<file path="config.mk">
export PLATFORM = sky130hd
export DESIGN_NAME = i2s_to_simul_dac
export DESIGN_NICKNAME = d
export VERILOG_FILES = /design/src/rtl/dacfmt_pkg.sv /design/src/rtl/i2s_word_rx.sv /design/src/rtl/pair_slot.sv /design/src/rtl/dac_pair_tx.sv /design/src/rtl/i2s_to_simul_dac.sv
export SDC_FILE = /design/constraint.sdc
export NUM_CORES = 1
export LEC_CHECK = 0
export CORE_MARGIN = 2
export CORE_UTILIZATION = 35
export DETAILED_ROUTE_END_ITERATION = 10
export PLACE_DENSITY_LB_ADDON = 0.2
export SYNTH_ARGS = -nofsm -noshare
export SYNTH_HDL_FRONTEND = slang
export SYNTH_HIERARCHICAL = 1
export SYNTH_SLANG_ARGS = --single-unit
</file>
<file path="constraint.sdc">
create_clock -name clk -period 2.5 [get_ports clk]
set_input_delay 0.5 -clock clk [delete_from_list [all_inputs] [get_ports clk]]
set_output_delay 0.5 -clock clk [all_outputs]
set_load 0.02 [all_outputs]
</file>
<file path="src/rtl/dacfmt_pkg.sv">
package dacfmt_pkg;
  typedef enum logic [1:0] {
    TX_IDLE  = 2'd0,
    TX_SHIFT = 2'd1,
    TX_LATCH = 2'd2,
    TX_GAP   = 2'd3
  } tx_state_e;
endpackage

</file>
<file path="src/rtl/i2s_word_rx.sv">
module i2s_word_rx #(
  parameter int W    = 16,
  parameter int SYNC = 2
) (
  input  logic         clk,
  input  logic         rst_n,
  input  logic         bck_in,
  input  logic         ws_in,
  input  logic         sd_in,
  output logic         pair_valid,
  output logic [W-1:0] pair_l,
  output logic [W-1:0] pair_r
);
  localparam int CW = $clog2(W) + 1;
  localparam logic [CW-1:0] CNT_FULL = CW'(W - 1);
  localparam logic [CW-1:0] CNT_SAT  = '1;
  localparam logic [W-1:0]  SIGN     = {1'b1, {(W-1){1'b0}}};

  logic [SYNC-1:0] s_bck, s_ws, s_sd;
  logic            bck_prev;
  logic            ws_last;
  logic            seen_q;
  logic            left_ok;
  logic [CW-1:0]   cnt;
  logic [W-1:0]    sr;
  logic [W-1:0]    left_hold;

  always_ff @(posedge clk) begin
    if (!rst_n) begin
      s_bck <= '0;
      s_ws  <= '0;
      s_sd  <= '0;
    end else begin
      s_bck <= {s_bck[SYNC-2:0], bck_in};
      s_ws  <= {s_ws[SYNC-2:0], ws_in};
      s_sd  <= {s_sd[SYNC-2:0], sd_in};
    end
  end

  logic         rise;
  logic         ws_now;
  logic [W-1:0] word_now;
  logic         full_slot;

  always_comb begin
    rise      = s_bck[SYNC-1] & ~bck_prev;
    ws_now    = s_ws[SYNC-1];
    word_now  = {sr[W-2:0], s_sd[SYNC-1]};
    full_slot = seen_q && (cnt == CNT_FULL);
  end

  always_ff @(posedge clk) begin
    if (!rst_n) begin
      bck_prev   <= 1'b0;
      ws_last    <= 1'b0;
      seen_q     <= 1'b0;
      left_ok    <= 1'b0;
      cnt        <= '0;
      sr         <= '0;
      left_hold  <= '0;
      pair_valid <= 1'b0;
      pair_l     <= '0;
      pair_r     <= '0;
    end else begin
      bck_prev   <= s_bck[SYNC-1];
      pair_valid <= 1'b0;
      if (rise) begin
        sr      <= word_now;
        ws_last <= ws_now;
        if (ws_now != ws_last) begin
          seen_q <= 1'b1;
          cnt    <= '0;
          if (!ws_last) begin
            left_hold <= word_now ^ SIGN;
            left_ok   <= full_slot;
          end else begin
            if (left_ok && full_slot) begin
              pair_valid <= 1'b1;
              pair_l     <= left_hold;
              pair_r     <= word_now ^ SIGN;
            end
            left_ok <= 1'b0;
          end
        end else if (cnt != CNT_SAT) begin
          cnt <= cnt + 1'b1;
        end
      end
    end
  end

  // no pair before a word-select transition has been seen
  a_r7_pair_after_sync: assert property (@(posedge clk) disable iff (!rst_n)
    pair_valid |-> seen_q);
  // a pair only follows a right slot of exactly W bits
  a_r8_pair_full_slot: assert property (@(posedge clk) disable iff (!rst_n)
    pair_valid |-> ($past(cnt) == CNT_FULL));
  // pairs complete only on an input bit-clock rising edge
  a_r2_pair_on_edge: assert property (@(posedge clk) disable iff (!rst_n)
    pair_valid |-> $past(rise));
endmodule

</file>
<file path="src/rtl/pair_slot.sv">
module pair_slot #(
  parameter int W = 16
) (
  input  logic         clk,
  input  logic         rst_n,
  input  logic         in_valid,
  input  logic [W-1:0] in_l,
  input  logic [W-1:0] in_r,
  output logic         out_valid,
  input  logic         out_ready,
  output logic [W-1:0] out_l,
  output logic [W-1:0] out_r
);
  always_ff @(posedge clk) begin
    if (!rst_n) begin
      out_valid <= 1'b0;
      out_l     <= '0;
      out_r     <= '0;
    end else if (in_valid) begin
      out_valid <= 1'b1;
      out_l     <= in_l;
      out_r     <= in_r;
    end else if (out_valid && out_ready) begin
      out_valid <= 1'b0;
    end
  end

  // the slot is empty until a pair has been delivered to it
  a_r7_slot_fill: assert property (@(posedge clk) disable iff (!rst_n)
    $rose(out_valid) |-> $past(in_valid));
endmodule

</file>
<file path="src/rtl/dac_pair_tx.sv">
module dac_pair_tx
  import dacfmt_pkg::*;
#(
  parameter int W    = 16,
  parameter int HALF = 2
) (
  input  logic         clk,
  input  logic         rst_n,
  input  logic         in_valid,
  output logic         in_ready,
  input  logic [W-1:0] in_l,
  input  logic [W-1:0] in_r,
  output logic         bck,
  output logic         dl,
  output logic         dr,
  output logic         le
);
  localparam int PW = $clog2(2 * HALF);
  localparam int BW = $clog2(W);
  localparam logic [PW-1:0] PH_MID  = PW'(HALF - 1);
  localparam logic [PW-1:0] PH_LAST = PW'(2 * HALF - 1);
  localparam logic [BW-1:0] BIT_LAST = BW'(W - 1);

  tx_state_e    state;
  logic [PW-1:0] ph;
  logic [BW-1:0] bitn;
  logic [W-1:0]  sr_l, sr_r;
  logic          bck_q, le_q;

  always_ff @(posedge clk) begin
    if (!rst_n) begin
      state <= TX_IDLE;
      ph    <= '0;
      bitn  <= '0;
      sr_l  <= '0;
      sr_r  <= '0;
      bck_q <= 1'b0;
      le_q  <= 1'b0;
    end else begin
      case (state)
        TX_IDLE: begin
          if (in_valid) begin
            sr_l  <= in_l;
            sr_r  <= in_r;
            ph    <= '0;
            bitn  <= '0;
            state <= TX_SHIFT;
          end
        end
        TX_SHIFT: begin
          ph <= ph + 1'b1;
          if (ph == PH_MID) bck_q <= 1'b1;
          if (ph == PH_LAST) begin
            ph    <= '0;
            bck_q <= 1'b0;
            if (bitn == BIT_LAST) begin
              le_q  <= 1'b1;
              state <= TX_LATCH;
            end else begin
              sr_l <= {sr_l[W-2:0], 1'b0};
              sr_r <= {sr_r[W-2:0], 1'b0};
              bitn <= bitn + 1'b1;
            end
          end
        end
        TX_LATCH: begin
          ph <= ph + 1'b1;
          if (ph == PH_LAST) begin
            ph    <= '0;
            le_q  <= 1'b0;
            state <= TX_GAP;
          end
        end
        default: begin
          ph <= ph + 1'b1;
          if (ph == PH_LAST) begin
            ph    <= '0;
            sr_l  <= '0;
            sr_r  <= '0;
            state <= TX_IDLE;
          end
        end
      endcase
    end
  end

  always_comb begin
    in_ready = (state == TX_IDLE);
    bck      = bck_q;
    le       = le_q;
    dl       = sr_l[W-1];
    dr       = sr_r[W-1];
  end

  // data holds still across the whole high phase of the bit clock
  a_r5_data_stable_high: assert property (@(posedge clk) disable iff (!rst_n)
    (bck_q && $past(bck_q)) |-> ($stable(sr_l[W-1]) && $stable(sr_r[W-1])));
  // bit clock is parked low while the latch strobe is high
  a_r6_le_bck_low: assert property (@(posedge clk) disable iff (!rst_n)
    le_q |-> !bck_q);
  // strobe rises only after the last bit of the word
  a_r6_le_after_last: assert property (@(posedge clk) disable iff (!rst_n)
    $rose(le_q) |-> ($past(bitn) == BIT_LAST));
  // idle transmitter keeps its clock and strobe low
  a_r1_idle_quiet: assert property (@(posedge clk) disable iff (!rst_n)
    (state == TX_IDLE) |-> (!le_q && !bck_q));
endmodule

</file>
<file path="src/rtl/i2s_to_simul_dac.sv">
module i2s_to_simul_dac #(
  parameter int SAMPLE_W    = 16,
  parameter int SYNC_STAGES = 2,
  parameter int BCK_HALF    = 2
) (
  input  logic clk,
  input  logic rst_n,
  input  logic i2s_bck,
  input  logic i2s_ws,
  input  logic i2s_sd,
  output logic dac_bck,
  output logic dac_data_l,
  output logic dac_data_r,
  output logic dac_le
);
  logic                rx_valid;
  logic [SAMPLE_W-1:0] rx_l, rx_r;
  logic                sl_valid, sl_ready;
  logic [SAMPLE_W-1:0] sl_l, sl_r;

  i2s_word_rx #(.W(SAMPLE_W), .SYNC(SYNC_STAGES)) u_rx (
    .clk(clk), .rst_n(rst_n),
    .bck_in(i2s_bck), .ws_in(i2s_ws), .sd_in(i2s_sd),
    .pair_valid(rx_valid), .pair_l(rx_l), .pair_r(rx_r)
  );

  pair_slot #(.W(SAMPLE_W)) u_slot (
    .clk(clk), .rst_n(rst_n),
    .in_valid(rx_valid), .in_l(rx_l), .in_r(rx_r),
    .out_valid(sl_valid), .out_ready(sl_ready),
    .out_l(sl_l), .out_r(sl_r)
  );

  dac_pair_tx #(.W(SAMPLE_W), .HALF(BCK_HALF)) u_tx (
    .clk(clk), .rst_n(rst_n),
    .in_valid(sl_valid), .in_ready(sl_ready),
    .in_l(sl_l), .in_r(sl_r),
    .bck(dac_bck), .dl(dac_data_l), .dr(dac_data_r), .le(dac_le)
  );
endmodule

</file>
* After elaboration in Yosys (flattened, before gate mapping)
Cells that the tools add are included. W data, S select, Z words.
Word-level totals: word-level logic and storage cells 98, flip-flop bits (word level) 154, input port bits 5, output and inout port bits 4
Operators by class: mux-type cells 34, bitwise logic cells 5, reduce and logical (&&, ||, !) cells 20, eq/ne operators 13, add/subtract/negate cells 3
Operators by type and width (number):
- $mux W16 | 7
- $pmux W16 S3 | 2
- $mux W2 | 8
- $reduce_and A4 Y1 | 4
- $mux W4 | 3
- $reduce_bool A2 Y1 | 6
- $mux W5 | 2
- $reduce_and A5 Y1 | 2
- $mux W1 | 9
- $ne A2 B1 Y1 const B | 4
- $pmux W4 S2 | 1
- $pmux W2 S3 | 1
- $reduce_and A2 Y1 | 3
- $add A5 B1 Y5 const B | 1
- $eq A5 B4 Y1 const B | 1
- $ne A5 B5 Y1 const B | 1
- $add A4 B1 Y4 const B | 1
- $eq A2 B1 Y1 const B | 2
- $eq A2 B2 Y1 const B | 2
- $eq A4 B4 Y1 const B | 1
- $not A1 Y1 | 4
- $logic_and A1 B1 Y1 | 3
- $reduce_and A3 Y1 | 1
- $add A2 B1 Y2 const B | 1
- other kinds (5) | 5

* Logic depth before layout (Yosys ltp)
word-level depth 4, depth in mapped cells 9

* Cells and area by module
Netlist, hierarchy kept.
By module, submodules not included:
- i2s_word_rx | cells each 337, sequential area each 1581.5 µm², area an instance 3108.0 µm², instances 1
- dac_pair_tx | cells each 219, sequential area each 840.8 µm², area an instance 2160.8 µm², instances 1
- pair_slot | cells each 106, sequential area each 660.6 µm², area an instance 1277.5 µm², instances 1

* Least setup slack after synthesis
Ideal clock, no wire load.
path kind register to register, start point register u_rx.cnt[0], end point register u_rx.cnt[3], required time 2425 ps, buffers on the path 0, slack 745 ps, clock period less this slack 1755 ps, data arrival time 1680 ps, stages on the path, launching flop included 7, setup time 75 ps, path through dfxtp_1 > ha_1 > and3_1 > ha_1 > nand4b_1 > or3b_2 > o22ai_1
On the way: cells in the longest elaborated chain, start to end 3, elaborated cells on any way between the ends 6, classes of those cells 1 x add/sub; 1 x eq/ne; 2 x mux; 2 x reduce/logical
Ends and longest elaborated chain:
- from (decl) | line i2s_word_rx.sv:24 | logic [CW-1:0] cnt;
- from (signal assigned) | line i2s_word_rx.sv:85 | cnt <= cnt + 1'b1;
- $add A5 B1 Y5 or $ne A5 B5 Y1 (tied branches) | line i2s_word_rx.sv:85, i2s_word_rx.sv:84
- $mux W5 or $reduce_bool A2 Y1 (tied branches)
- $mux W5 or $reduce_and A2 Y1 (tied branches)
Several ways; a longest one is shown, not always the timed one. The select of a mux whose other input is x is not followed. A chain may end at the register's enable or synchronous reset.

* Final worst setup path
Same ends and word-level chain as after synthesis.

==> flow_summary.rst <==
.. list-table::
   :header-rows: 1

   * - Metric
     - Value
   * - Result of the run
     - finished, final reports clean
   * - Count of TritonRoute iterations in the first routing pass
     - 4
   * - Overall die width
     - 141 um
   * - Setup repair after global routing missed its margin
     - false
   * - Sum of overflow across all layers after global routing
     - 0
   * - Overall fraction of global-route tracks in use
     - 13.5%
   * - Library cells used by synthesis
     - 45
   * - # DRC
     - 0
   * - Number of buffers created by CTS
     - 17
   * - Type of the worst min-delay path
     - reg -> reg
   * - Detailed router's first-iteration violation count
     - 221
   * - Crit Path Max Fanout
     - 6
   * - Worst hold slack after final layout
     - 437 ps
   * - Reg2reg setup slack
     - 560 ps
   * - Max-cap viol count
     - 0
   * - Cell taking the most area after synthesis
     - sky130_fd_sc_hd__dfxtp_1
   * - Number of enable-type register cells in the synthesized netlist
     - 0
   * - Number of buffers inserted for hold repair after clock tree synthesis
     - 0
   * - Area fraction of the dominant cell type after synthesis
     - 47.1%
   * - CP delay by family, top
     - simple AND/OR/NAND/NOR gates
   * - Worst Skew
     - 8.52 ps
   * - Drt total wl
     - 12600 um
   * - Avg Vias per Cell
     - 5.03
   * - Full die area
     - 0.0198 sq mm
   * - Slew at the pin with the worst max-slew slack
     - 518 ps
   * - CTS HTree Levels
     - 4
   * - Areal power density over the cells
     - 701 mW/mm^2
   * - Number of instances in the synthesized netlist
     - 662
   * - Final antenna-violating net count
     - 0
   * - Maximum frequency from static timing analysis
     - 0.515 GHz
   * - CP endpoint kind
     - register
   * - Vertical die dimension
     - 141 um
   * - Source-to-sink clock delay at the later pin of the worst-skew pair
     - 420 ps
   * - Estimated wirelength of the detail-placed design
     - 7340 um
   * - Post-CTS Setup Bufs
     - 0
   * - Vias in the first global route
     - 4399
   * - Most Frequent Cell on Critical Path
     - sky130_fd_sc_hd__ha_1
   * - Setup Viol. Count Final
     - 0
   * - Final worst-path cycle share
     - 77.7%
   * - CP Class
     - reg -> reg
   * - Worst r2r src
     - u_rx/cnt[0]
   * - Data required time at the worst endpoint
     - 2850 ps
   * - Antenna cell count
     - 0
   * - Synth Warn #
     - 6
   * - Port Buffers
     - 8
   * - Maximum buffer depth of the clock tree
     - 2
   * - Post-synthesis instance area
     - 0.00655 sq mm
   * - Number of endpoints with negative hold slack in the final report
     - 0
   * - Initial standard-cell utilization of the core
     - 35.4%
   * - Number of buffer and inverter stages on the critical path
     - 0
   * - Period minus WS final
     - 1940 ps
   * - Mean routed wirelength per cell
     - 14.0 um
   * - Count of cells along the worst hold path
     - 1
   * - Count of fill cells added during filler insertion
     - 1821
   * - Number of vias in the routed layout
     - 4519
   * - Mean instance size in the synthesized netlist
     - 9.89 sq um
   * - TritonCTS clock tree
     - done
   * - Master cell of the clock root buffer
     - sky130_fd_sc_hd__clkbuf_16
   * - Critical path arrival
     - 2290 ps
   * - Total Neg Setup Slack
     - 0 ps
   * - Number of antenna violations at the first check in global routing
     - 0
   * - Leading cell type in the layout, fill and taps excluded
     - sky130_fd_sc_hd__dfxtp_1
   * - FF-to-FF End
     - u_rx/cnt[3]
   * - Most used cells in the layout excluding fill and tap cells
     - 153 x sky130_fd_sc_hd__dfxtp_1, 141 x sky130_fd_sc_hd__nand2_1, 64 x sky130_fd_sc_hd__mux2i_1, 35 x sky130_fd_sc_hd__nor2b_1, 33 x sky130_fd_sc_hd__a21boi_0
   * - Std-Cell Rows
     - 50
   * - Area used by multi-input combinational logic
     - 0.00302 sq mm
   * - Clock Pin Slew Worst Setup and Hold Paths
     - 60 ps
   * - Io pins
     - 9
   * - Count of final max-slew check failures
     - 0
   * - Cell types occupying the most area after synthesis
     - sky130_fd_sc_hd__dfxtp_1 47%, sky130_fd_sc_hd__mux2i_1 9.8%, sky130_fd_sc_hd__nand2_1 8.1%
   * - Proportion of synthesized chip area in sequential cells
     - 47.1%
   * - Register bit total from synthesis
     - 154
   * - Largest voltage drop on the vdd net
     - 0.459 mV
   * - Worst-path cell chain
     - ha_1 -> and3_1 -> ha_1 -> nand4b_1 -> or3b_2 -> o22ai_1
   * - Tightest slew margin relative to the limit
     - 65.5%
   * - Register Area
     - 0.00308 sq mm
   * - Max incr delay on CP
     - 470 ps
   * - Floorplan core area
     - 0.0185 sq mm
   * - Clock tree sinks
     - 154
   * - GPL Wtd Cong
     - 0.724
   * - Depth of the worst register-to-register path
     - 6
   * - Global-route wire length before repair
     - 21400 um
   * - Ys flop type
     - sky130_fd_sc_hd__dfxtp_1
   * - Final #Nets
     - 667
   * - Share of synthesized flip-flops with an asynchronous set or reset
     - 0%
   * - Fraction of layout cells with a size suffix above 1
     - 11.7%
   * - Static leakage power
     - 2.65 nW
   * - Net Count, Synth
     - 677
   * - Synthesis-to-layout area growth
     - 10.5%
   * - Slowest stage cell on the critical path
     - sky130_fd_sc_hd__or3b_2
   * - Post-CTS Resized
     - 0
   * - Largest net degree at the start of global routing
     - 77
   * - Worst hold start
     - u_rx/s_bck[0]
   * - Critical Path Source Type
     - register
   * - Hold Path End
     - u_rx/s_bck[1]
-- Yosys cell counts, types with 7 or more instances --
cell,n
sky130_fd_sc_hd__ha_1,10
sky130_fd_sc_hd__clkbuf_1,18
sky130_fd_sc_hd__dfxtp_1,154
sky130_fd_sc_hd__buf_2,9
sky130_fd_sc_hd__inv_1,8
sky130_fd_sc_hd__nand2_1,141
sky130_fd_sc_hd__nand3_1,8
sky130_fd_sc_hd__mux2i_1,64
sky130_fd_sc_hd__buf_6,7
sky130_fd_sc_hd__a22oi_1,30
sky130_fd_sc_hd__nand2b_1,9
sky130_fd_sc_hd__nor2b_1,35
sky130_fd_sc_hd__nand2_2,30
sky130_fd_sc_hd__and2_1,9
sky130_fd_sc_hd__a21boi_0,33
sky130_fd_sc_hd__o211a_1,31
-- per-stage QoR --
stage | cell area [sq um] | power, W | utilization (%) | std cells | setup slack (ps)
2_1_floorplan | 6550 | 0.00259 | - | 662 | 745
3_3_place_gp | 6650 | 0.00262 | 35.9 | 867 | 644
3_5_place_dp | 6650 | 0.00262 | 35.9 | 867 | 584
4_1_cts | 7240 | 0.00515 | 39.1 | 898 | 556
5_1_grt | 7240 | 0.00526 | 39.1 | 898 | 446
6_report | 7240 | 0.00507 | 39.1 | 898 | 557
-- flip-flops by register name, summed over array words and instances, names as in the netlist, 2 cells and up --
name and flops:
u_rx/cnt 5, u_rx/left_hold 16, u_rx/pair_l 16, u_rx/pair_r 16, u_rx/s_bck 2, u_rx/s_sd 2, u_rx/s_ws 2, u_rx/sr 15
u_slot/out_l 16, u_slot/out_r 16, u_tx/bitn 4, u_tx/ph 2, u_tx/sr_l 16, u_tx/sr_r 16, u_tx/state 2
-- final cells by class --
| class | count | area share [%] |
|---|---|---|
| Tap cell | 234 | 4.05 |
| Clock inverter | 7 | 1.25 |
| Inverter | 8 | 0.415 |
| Timing Repair Buffer | 20 | 3.18 |
| Sequential cell | 154 | 42.6 |
| Clock buffer | 24 | 6.80 |
| Multi-Input combinational cell | 451 | 41.7 |
-- per-layer routing --
| metal | up-vias | global-route usage, % | wire [um] |
|---|---|---|---|
| li1 | 2254 | - | - |
| met3 | 16 | 3.77 | 327 |
| met1 | 2201 | 16.8 | 6120 |
| met4 | 0 | 5.11 | 178 |
| met5 | - | 0 | 0 |
| met2 | 48 | 22.3 | 5960 |
-- cell families (layout without fill, tap and decap cells) --
| kind of cell | count (synthesis) | count (layout) | synth area share (%) |
|---|---|---|---|
| fa+ha+maj | 10 | 10 | 1.91 |
| compound gates | 123 | 123 | 15.0 |
| simple gates | 252 | 252 | 18.9 |
| xor+xnor | 2 | 2 | 0.382 |
| buf+inv | 57 | 59 | 6.84 |
| mux | 64 | 64 | 9.79 |
| flops | 154 | 154 | 47.1 |
-- how the worst max path moves through the flow --
stage	depth (start not counted)	end	start	slack, ps
after floorplan	6	u_rx/cnt[3]	u_rx/cnt[0]	750
after global placement	6	u_rx/cnt[3]	u_rx/cnt[0]	640
after detailed placement	6	u_rx/cnt[3]	u_rx/cnt[0]	580
after CTS	1	dac_le	u_tx/le	560
after global routing	7	u_rx/pair_l[14]	u_rx/cnt[0]	450
final	6	u_rx/cnt[3]	u_rx/cnt[0]	560
-- power breakdown --
| part | total [W] | switching (W) | internal [W] |
|---|---|---|---|
| Sequential | 0.00247 | 0.00000500 | 0.00246 |
| Clock | 0.00251 | 0.000941 | 0.00156 |
| Combinational | 0.0000991 | 0.0000625 | 0.0000366 |
-- worst reg2reg max path: stages, from the launching register on --
cell	delay [ps]
sky130_fd_sc_hd__dfxtp_1	340
sky130_fd_sc_hd__ha_1	230
sky130_fd_sc_hd__and3_1	210
sky130_fd_sc_hd__ha_1	250
sky130_fd_sc_hd__nand4b_1	220
sky130_fd_sc_hd__or3b_2	470
sky130_fd_sc_hd__o22ai_1	150
No activity file was read; power rests on OpenSTA's default activity.
